`config.mk`:
```
export PLATFORM = sky130hd
export DESIGN_NAME = sync_bw_sram
export DESIGN_NICKNAME = d
export VERILOG_FILES = /design/src/rtl/sync_bw_sram_pkg.sv /design/src/rtl/bw_decode.sv /design/src/rtl/wake_gate.sv /design/src/rtl/lane_array.sv /design/src/rtl/sync_bw_sram.sv
export SDC_FILE = /design/constraint.sdc
export NUM_CORES = 2
export LEC_CHECK = 0
export BUFFER_PORTS_ARGS = -buffer_cell sky130_fd_sc_hd__buf_2
export CAP_MARGIN = 20
export CORE_UTILIZATION = 50
export DETAILED_ROUTE_END_ITERATION = 7
export PLACE_DENSITY = 0.62
export SLEW_MARGIN = 15
export SYNTH_ARGS = -nofsm -noshare
export SYNTH_HDL_FRONTEND = slang
export SYNTH_HIERARCHICAL = 1
export SYNTH_SLANG_ARGS = --single-unit
```
`constraint.sdc`:
```
create_clock -name clk -period 4.3 [get_ports clk]
set_clock_uncertainty 0.2 [all_clocks]
set_input_delay 0.215 -clock clk [delete_from_list [all_inputs] [get_ports clk]]
set_output_delay 0.215 -clock clk [all_outputs]
set_load 0.005 [all_outputs]
```
`src/rtl/sync_bw_sram_pkg.sv`:
```
package sync_bw_sram_pkg;
  localparam int LANES  = 4;
  localparam int LANE_W = 8;
  localparam int WORD_W = LANES * LANE_W;

  typedef enum logic [1:0] {
    ACC_NONE  = 2'd0,
    ACC_READ  = 2'd1,
    ACC_WRITE = 2'd2
  } acc_t;
endpackage

```
`src/rtl/bw_decode.sv`:
```
module bw_decode
  import sync_bw_sram_pkg::*;
#(
  parameter int N_LANES = LANES
) (
  input  logic               access_ok,
  input  logic               glob_wr_n,
  input  logic               wr_en_n,
  input  logic [N_LANES-1:0] byte_sel_n,
  output acc_t               kind,
  output logic [N_LANES-1:0] lane_we
);
  // global write wins over the lane controls
  always_comb begin
    if (!access_ok)                  kind = ACC_NONE;
    else if (!glob_wr_n || !wr_en_n) kind = ACC_WRITE;
    else                             kind = ACC_READ;
  end

  always_comb begin
    lane_we = '0;
    if (kind == ACC_WRITE) lane_we = glob_wr_n ? ~byte_sel_n : '1;
  end
endmodule

```
`src/rtl/wake_gate.sv`:
```
module wake_gate #(
  parameter int WAKE_CYCLES = 4
) (
  input  logic clk,
  input  logic rst_n,
  input  logic sleep,
  output logic ready
);
  localparam int CW = (WAKE_CYCLES > 0) ? $clog2(WAKE_CYCLES + 1) : 1;
  localparam logic [CW-1:0] RELOAD = CW'(WAKE_CYCLES);

  logic [CW-1:0] cnt_q;

  always_ff @(posedge clk or negedge rst_n) begin
    if (!rst_n)            cnt_q <= '0;
    else if (sleep)        cnt_q <= RELOAD;
    else if (cnt_q != '0)  cnt_q <= cnt_q - 1'b1;
  end

  assign ready = !sleep && (cnt_q == '0);
endmodule

```
`src/rtl/lane_array.sv`:
```
module lane_array
  import sync_bw_sram_pkg::*;
#(
  parameter int ADDR_W  = 6,
  parameter int N_LANES = LANES,
  parameter int L_W     = LANE_W
) (
  input  logic                   clk,
  input  logic [ADDR_W-1:0]      addr,
  input  logic [N_LANES-1:0]     lane_we,
  input  logic                   rd_en,
  input  logic [N_LANES*L_W-1:0] wdata,
  output logic [N_LANES*L_W-1:0] rword_q
);
  localparam int DEPTH = 1 << ADDR_W;

  for (genvar g = 0; g < N_LANES; g++) begin : g_lane
    logic [L_W-1:0] store [DEPTH];
    logic [L_W-1:0] q;

    always_ff @(posedge clk) begin
      if (lane_we[g]) store[addr] <= wdata[g*L_W +: L_W];
      if (rd_en)      q <= store[addr];
    end

    assign rword_q[g*L_W +: L_W] = q;
  end
endmodule

```
`src/rtl/sync_bw_sram.sv`:
```
module sync_bw_sram
  import sync_bw_sram_pkg::*;
#(
  parameter int ADDR_W      = 6,
  parameter int WAKE_CYCLES = 4
) (
  input  logic              clk,
  input  logic              rst_n,
  input  logic              sel,
  input  logic [ADDR_W-1:0] addr,
  input  logic              glob_wr_n,
  input  logic              wr_en_n,
  input  logic [3:0]        byte_sel_n,
  input  logic [31:0]       wdata,
  input  logic              oe_n,
  input  logic              sleep,
  output logic [31:0]       rdata,
  output logic              drive_en
);
  logic              wake_ok;
  acc_t              kind;
  logic [LANES-1:0]  lane_we;
  logic [WORD_W-1:0] rword_q;
  logic              rd_valid_q;

  wake_gate #(.WAKE_CYCLES(WAKE_CYCLES)) u_wake (
    .clk(clk), .rst_n(rst_n), .sleep(sleep), .ready(wake_ok)
  );

  bw_decode #(.N_LANES(LANES)) u_dec (
    .access_ok(sel && wake_ok), .glob_wr_n(glob_wr_n), .wr_en_n(wr_en_n),
    .byte_sel_n(byte_sel_n), .kind(kind), .lane_we(lane_we)
  );

  lane_array #(.ADDR_W(ADDR_W), .N_LANES(LANES), .L_W(LANE_W)) u_arr (
    .clk(clk), .addr(addr), .lane_we(lane_we), .rd_en(kind == ACC_READ),
    .wdata(wdata), .rword_q(rword_q)
  );

  // single-cycle deselect: any non-read edge drops the valid flag
  always_ff @(posedge clk or negedge rst_n) begin
    if (!rst_n) rd_valid_q <= 1'b0;
    else        rd_valid_q <= (kind == ACC_READ);
  end

  assign drive_en = rd_valid_q && !oe_n && !sleep;
  assign rdata    = drive_en ? rword_q : '0;
endmodule

```
Word level (Yosys, flattened, before mapping)
Memories as Yosys holds them, arrays and structs flattened. A register that Yosys moved wholly into a read port is not among the register bits.
Index checks and enable logic that the tools add are counted.

storage, ports and cells
  register bits = 4
  RAM bits = 2048
  bits of input ports = 49
  output and inout port bits = 33
  memories kept = 4

cells by class
  add/sub/neg operators = 1
  equal/unequal tests = 2
  multiplexer cells = 15
  bitwise operators = 1
  reduce and logical (&&, ||, !) cells = 12

memories
  memory                 depth  bits a word  rd ports  clocked after memory_dff  write ports  RTL line          source
  u_arr.g_lane[0].store  64     8            1         1                         1            lane_array.sv:18  logic [L_W-1:0] store [DEPTH];
  u_arr.g_lane[1].store  64     8            1         1                         1            lane_array.sv:18
  u_arr.g_lane[2].store  64     8            1         1                         1            lane_array.sv:18
  u_arr.g_lane[3].store  64     8            1         1                         1            lane_array.sv:18

operators with widths
  kind                                                                    number
  32-bit two-way mux                                                      1
  1-bit two-way mux                                                       8
  4-bit two-way mux                                                       2
  3-bit two-way mux                                                       2
  1-bit logical AND                                                       4
  1-bit zero test                                                         4
  2-bit two-way mux                                                       2
  4-bit NOT                                                               1
  3-bit zero test                                                         1
  3-bit nonzero test                                                      1
  3-bit by 1-bit subtractor with 3-bit output (second input constant)     1
  2-bit by 1-bit equality test with 1-bit output (second input constant)  1
  2-bit equality test (second input constant)                             1
  2-bit nonzero test                                                      1
  1-bit logical OR                                                        1

Depth between registers and ports, before layout
  word-level depth = 8
  gate-level depth with buffers = 11
  mapped depth without buffers = 8

By module
Netlist, hierarchy kept.

by module, submodules not included
  module        instances  cells each  area each (um^2)  sequential area each (um^2)
  lane_array    1          4527        79407.4           62459.9
  sync_bw_sram  1          45          511.7             25.0
  wake_gate     1          17          183.9             75.1
  bw_decode     1          10          60.1              0.0

Least setup slack after synthesis
OpenSTA, ideal clock, no wires.

  kind = register to register
  start point = reg u_wake.cnt_q[0]
  end point = reg u_arr.g_lane[0].q[0] (read register of u_arr.g_lane[0].store) (enable)
  arrival time = 2.612 ns
  required time = 3.674 ns
  path slack = 1.062 ns
  stages on the path, launching flop included = 8
  path buffers = 0
  clock period less this slack = 3.238 ns
  path through = dfrtp_1 > inv_1 > ha_1 > nand2b_4 > nor2_1 > and2_1 > and3_2 > nor2b_1

between the ends
  cells in the longest elaborated chain, start to end = 5

RTL lines
  what                                            RTL line            source
  start, declared                                 wake_gate.sv:12     logic [CW-1:0] cnt_q;
  start signal, assigned                          wake_gate.sv:17     else if (cnt_q != '0) cnt_q <= cnt_q - 1'b1;
  3-bit zero test                                 wake_gate.sv:20     assign ready = !sleep && (cnt_q == '0);
  1-bit logical AND                               wake_gate.sv:20
  named net wake_ok                               sync_bw_sram.sv:20  logic wake_ok;
  1-bit logical AND                               sync_bw_sram.sv:31  .access_ok(sel && wake_ok), .glob_wr_n(glob_wr_n), .wr_en_n(wr_en_n),
  2-bit two-way mux                               bw_decode.sv:15     if (!access_ok) kind = ACC_NONE;
  named net kind[0]                               sync_bw_sram.sv:21  acc_t kind;
  2-bit by 1-bit equality test with 1-bit output  sync_bw_sram.sv:36  .clk(clk), .addr(addr), .lane_we(lane_we), .rd_en(kind == ACC_READ),
  end, declared                                   lane_array.sv:19    logic [L_W-1:0] q;

The timed path passes the listed nets, and every way through them passes these cells.
A chain may end at the register's enable or synchronous reset.

Worst setup path after layout
  start point = reg u_wake.cnt_q[0]
  end point = mem u_arr/g_lane[0].store[1][0] (netlist bit) (enable)

between the ends
  cells in the longest elaborated chain, start to end = 8

RTL lines
  what                                     RTL line            source
  3-bit zero test                          wake_gate.sv:20
  1-bit logical AND                        wake_gate.sv:20
  named net wake_ok                        sync_bw_sram.sv:20
  1-bit logical AND                        sync_bw_sram.sv:31
  2-bit two-way mux                        bw_decode.sv:15
  2-bit equality test                      bw_decode.sv:22     if (kind == ACC_WRITE) lane_we = glob_wr_n ? ~byte_sel_n : '1;
  4-bit two-way mux                        bw_decode.sv:22
  named net lane_we[0]                     sync_bw_sram.sv:22  logic [LANES-1:0] lane_we;
  1-bit two-way mux                        lane_array.sv:22    if (lane_we[g]) store[addr] <= wdata[g*L_W +: L_W];
  1-bit two-way mux (implied by the code)  lane_array.sv:22
  end, declared                            lane_array.sv:18

The timed path passes the listed nets, and every way through them passes these cells.

==> results.toml <==
[outcome]
run_status = "complete, no violations"

[power_and_ir_drop]
irDropWorstVdd_v = 0.000361
power_uw = 41700
p_leak_uw = 0.0290
power_density_mw_per_mm2 = 457

[setup_path]
crit_type = "reg -> reg"
r2r_start = "u_wake/cnt_q[0]$_DFFE_PN0P_"
required_ps = 4540
crit_fanout = 8
r2r_end = "u_arr/g_lane[0].store[1][0]$_DFFE_PP_"
endpoint_kind = "register"
r2r_setup_slack_ps = 760
start_kind = "register"
crit_chain = "inv_1 -> ha_1 -> nand2b_4 -> nor2_1 -> and2_1 -> and2_1 -> nand2_1 -> nor2_1"
slowest_stage = "nor2_1"
r2r_cells = 8
cp.arrival_ps = 3780
cpPeakStageDelay_ps = 800

[place]
dp_hpwl_um = 144000
routabilityCongestion = 0.897
postPlaceCellArea_mm2 = 0.0846
io_buffers = 81
place_ws_ps = 620
dpl.cell_count = 6736

[routing]
ant_nets = 0
vias_per_cell = 6.62
wirelength_um = 236000
avgRoutedWirePerCell_um = 33.1
vias = 47300
drcViolationCount = 0
drt_iter0_markers = 6781
dr.pass1.iters = 8

[layout]
nets = 4956
layout.cells.non_filler = 7139
drive_above_1_share_pct = 17.8
areaGrowthSynthToFinish_pct = 13.7
fin_area_mm2 = 0.0912
final_cell_mix = "2080 x edfxtp_1, 413 x nor2_1, 323 x a221oi_1"
layout_commonest_cell = "edfxtp_1"

[cts]
cts_resized = 0
cts.clk_slew.worst_paths_ps = 60
cts.sinks = 2084
clock_latency_ps = 830
hold_buffers = 38
max-clock-path-buffers = 3
cts-root-buf = "clkbuf_16"
cts-htree-levels = 4
cts_tree = "built"
postCtsSetupRepairBufs = 0
cts_made_buffers = 201

[floorplanning]
fp.dieH_um = 402
die_w_um = 402
initial_core_util_pct = 50.5
core_region_area_mm2 = 0.159
dieArea_mm2 = 0.162
num_rows = 146
io_pins = 82

[grt]
grt_start_max_net_pins = 77
grt_usage_pct = 28.9
antenna_found_initial = 9
grt.overflow.total = 0
grt_use_met3_pct = 6.57
grt_pass1_wl_um = 335000
met2_usage_pct = 45.0
busiest_layer = "met2"
use_met1_pct = 40.2
grt_pass1_vias = 45500

[logic_synthesis]
synth_cell_types = 73
syn-mean-instance-area_um2 = 17.4
ys_async_sr_fraction_pct = 0.192
synth_cells = 4599
synth_nets = 4650
ys_seq_area_share_pct = 78.0
ys_seq_elements = 2084
synth_edf_count = 2080
syn-cell-area_mm2 = 0.0802
yosysWarnings = 6
synthFlopType = "edfxtp_1"

[timing]
fmaxAchievable_mhz = 282
hold_viol_final = 0
final.setup.tns_ps = 0
setup_viol = 0
drv_slew = 0
finalCritPeriodShare_pct = 82.3
period_needed_ps = 3540
slew_headroom_pct = 18.7
tightest_slew_ps = 1220
setup_ws_ps = 759
rsz0062_at_grt = "false"

[run]
maxCapViolCount = 0

[hold_path]
hold_path_class = "in -> async"
[per-stage QoR]
stage / hold slack (ps) / util [%]
detailed placement: -173 / 53.3
CTS: 34.4 / 57.4
global placement: -173 / 53.3
global route: 97.9 / 57.4
finish: 69.3 / 57.4
floorplan: -281 / -
[critical path: cells and delay by family, from the launching register on]
family	cells	cell delay [ps]
simple gates	6	2210
flops	1	390
buf+inv	1	100
fa+ha+maj	1	240
[final cells by class]
| cell class | count | area [um^2] |
|---|---|---|
| multi-input cells | 2151 | 16000 |
| inverters | 6 | 27.5 |
| well taps | 2072 | 2590 |
| flip-flops and latches | 2084 | 62600 |
| repair buffers | 461 | 3790 |
| diodes | 4 | 10.0 |
| fillers | 11900 | 67600 |
| clock buffers | 265 | 5400 |
| clock inverters | 96 | 816 |
[logic make-up after synthesis]
kind of cell	count (synthesis)	synth area share (%)
AO/OA/AOI/OAI	1188	10.9
AND/OR/NAND/NOR	644	3.76
buffers and inverters	364	2.19
adder cells (fa/ha/maj)	2	0.0312
multiplexers	317	5.04
flip-flops	2084	78.0
[routing by layer]
layer,part of all wire [%],vias up
li1,-,19600
met1,39,24300
met2,47,2922
met3,11,443
met4,3.6,6
met5,0.015,-
[Yosys cell counts (all sizes together), types with 3 or more instances]
| master | instances | area (um^2) |
|---|---|---|
| a32oi | 5 | 43.8 |
| nand2 | 76 | 288 |
| a221o | 3 | 30.0 |
| o21ai | 178 | 891 |
| nand2b | 3 | 26.3 |
| or2 | 3 | 18.8 |
| mux4 | 58 | 1310 |
| and4bb | 31 | 388 |
| a31oi | 16 | 100 |
| a222oi | 52 | 521 |
| mux2i | 149 | 1490 |
| edfxtp | 2080 | 62500 |
| buf | 216 | 1200 |
| or3 | 14 | 87.6 |
| o221ai | 8 | 70.1 |
| a221oi | 333 | 2980 |
| a21oi | 94 | 470 |
| nor4 | 13 | 81.3 |
| o32ai | 14 | 123 |
| a22oi | 299 | 2240 |
| a211o | 14 | 123 |
| nor2 | 420 | 1580 |
| nand3b | 4 | 30.0 |
| clkbuf | 142 | 533 |
| nand4 | 6 | 37.5 |
| nand3 | 19 | 95.1 |
| nor3 | 19 | 95.1 |
| a211oi | 4 | 30.0 |
| and2 | 9 | 56.3 |
| nor2b | 11 | 76.3 |
| a22o | 4 | 35.0 |
| o211ai | 16 | 120 |
| o2111ai | 13 | 114 |
| inv | 6 | 22.5 |
| nor3b | 4 | 35.0 |
| o22ai | 124 | 776 |
| mux2 | 110 | 1250 |
| dfrtp | 4 | 100 |
[flip-flops by register name (all words and copies together) (netlist names)]
register,cells
rd_valid_q,1
u_arr/g_lane.q,32
u_arr/g_lane.store,2048
u_wake/cnt_q,3
[worst max path at each step]
stage / startpoint / to / slack [ps] / depth (start not counted)
floorplan: u_wake/cnt_q[0]$_DFFE_PN0P_ / u_arr/g_lane[0].q[0]$_DFFE_PP_ / 1060 / 7
CTS: u_wake/cnt_q[0]$_DFFE_PN0P_ / u_arr/g_lane[0].store[19][7]$_DFFE_PP_ / 870 / 8
detailed placement: addr[0] / u_arr/g_lane[0].q[7]$_DFFE_PP_ / 620 / 9
global route: u_wake/cnt_q[0]$_DFFE_PN0P_ / u_arr/g_lane[0].store[27][5]$_DFFE_PP_ / 740 / 8
finish: u_wake/cnt_q[0]$_DFFE_PN0P_ / u_arr/g_lane[0].store[1][0]$_DFFE_PP_ / 760 / 8
global placement: addr[2] / u_arr/g_lane[2].q[3]$_DFFE_PP_ / 610 / 9
[power breakdown]
| group | internal [uW] | total (uW) | switching, uW |
|---|---|---|---|
| Combinational | 675 | 2360 | 1690 |
| Clock | 9560 | 16900 | 7390 |
| Sequential | 22400 | 22400 | 20.9 |
Power figures use the tool's default switching activity.
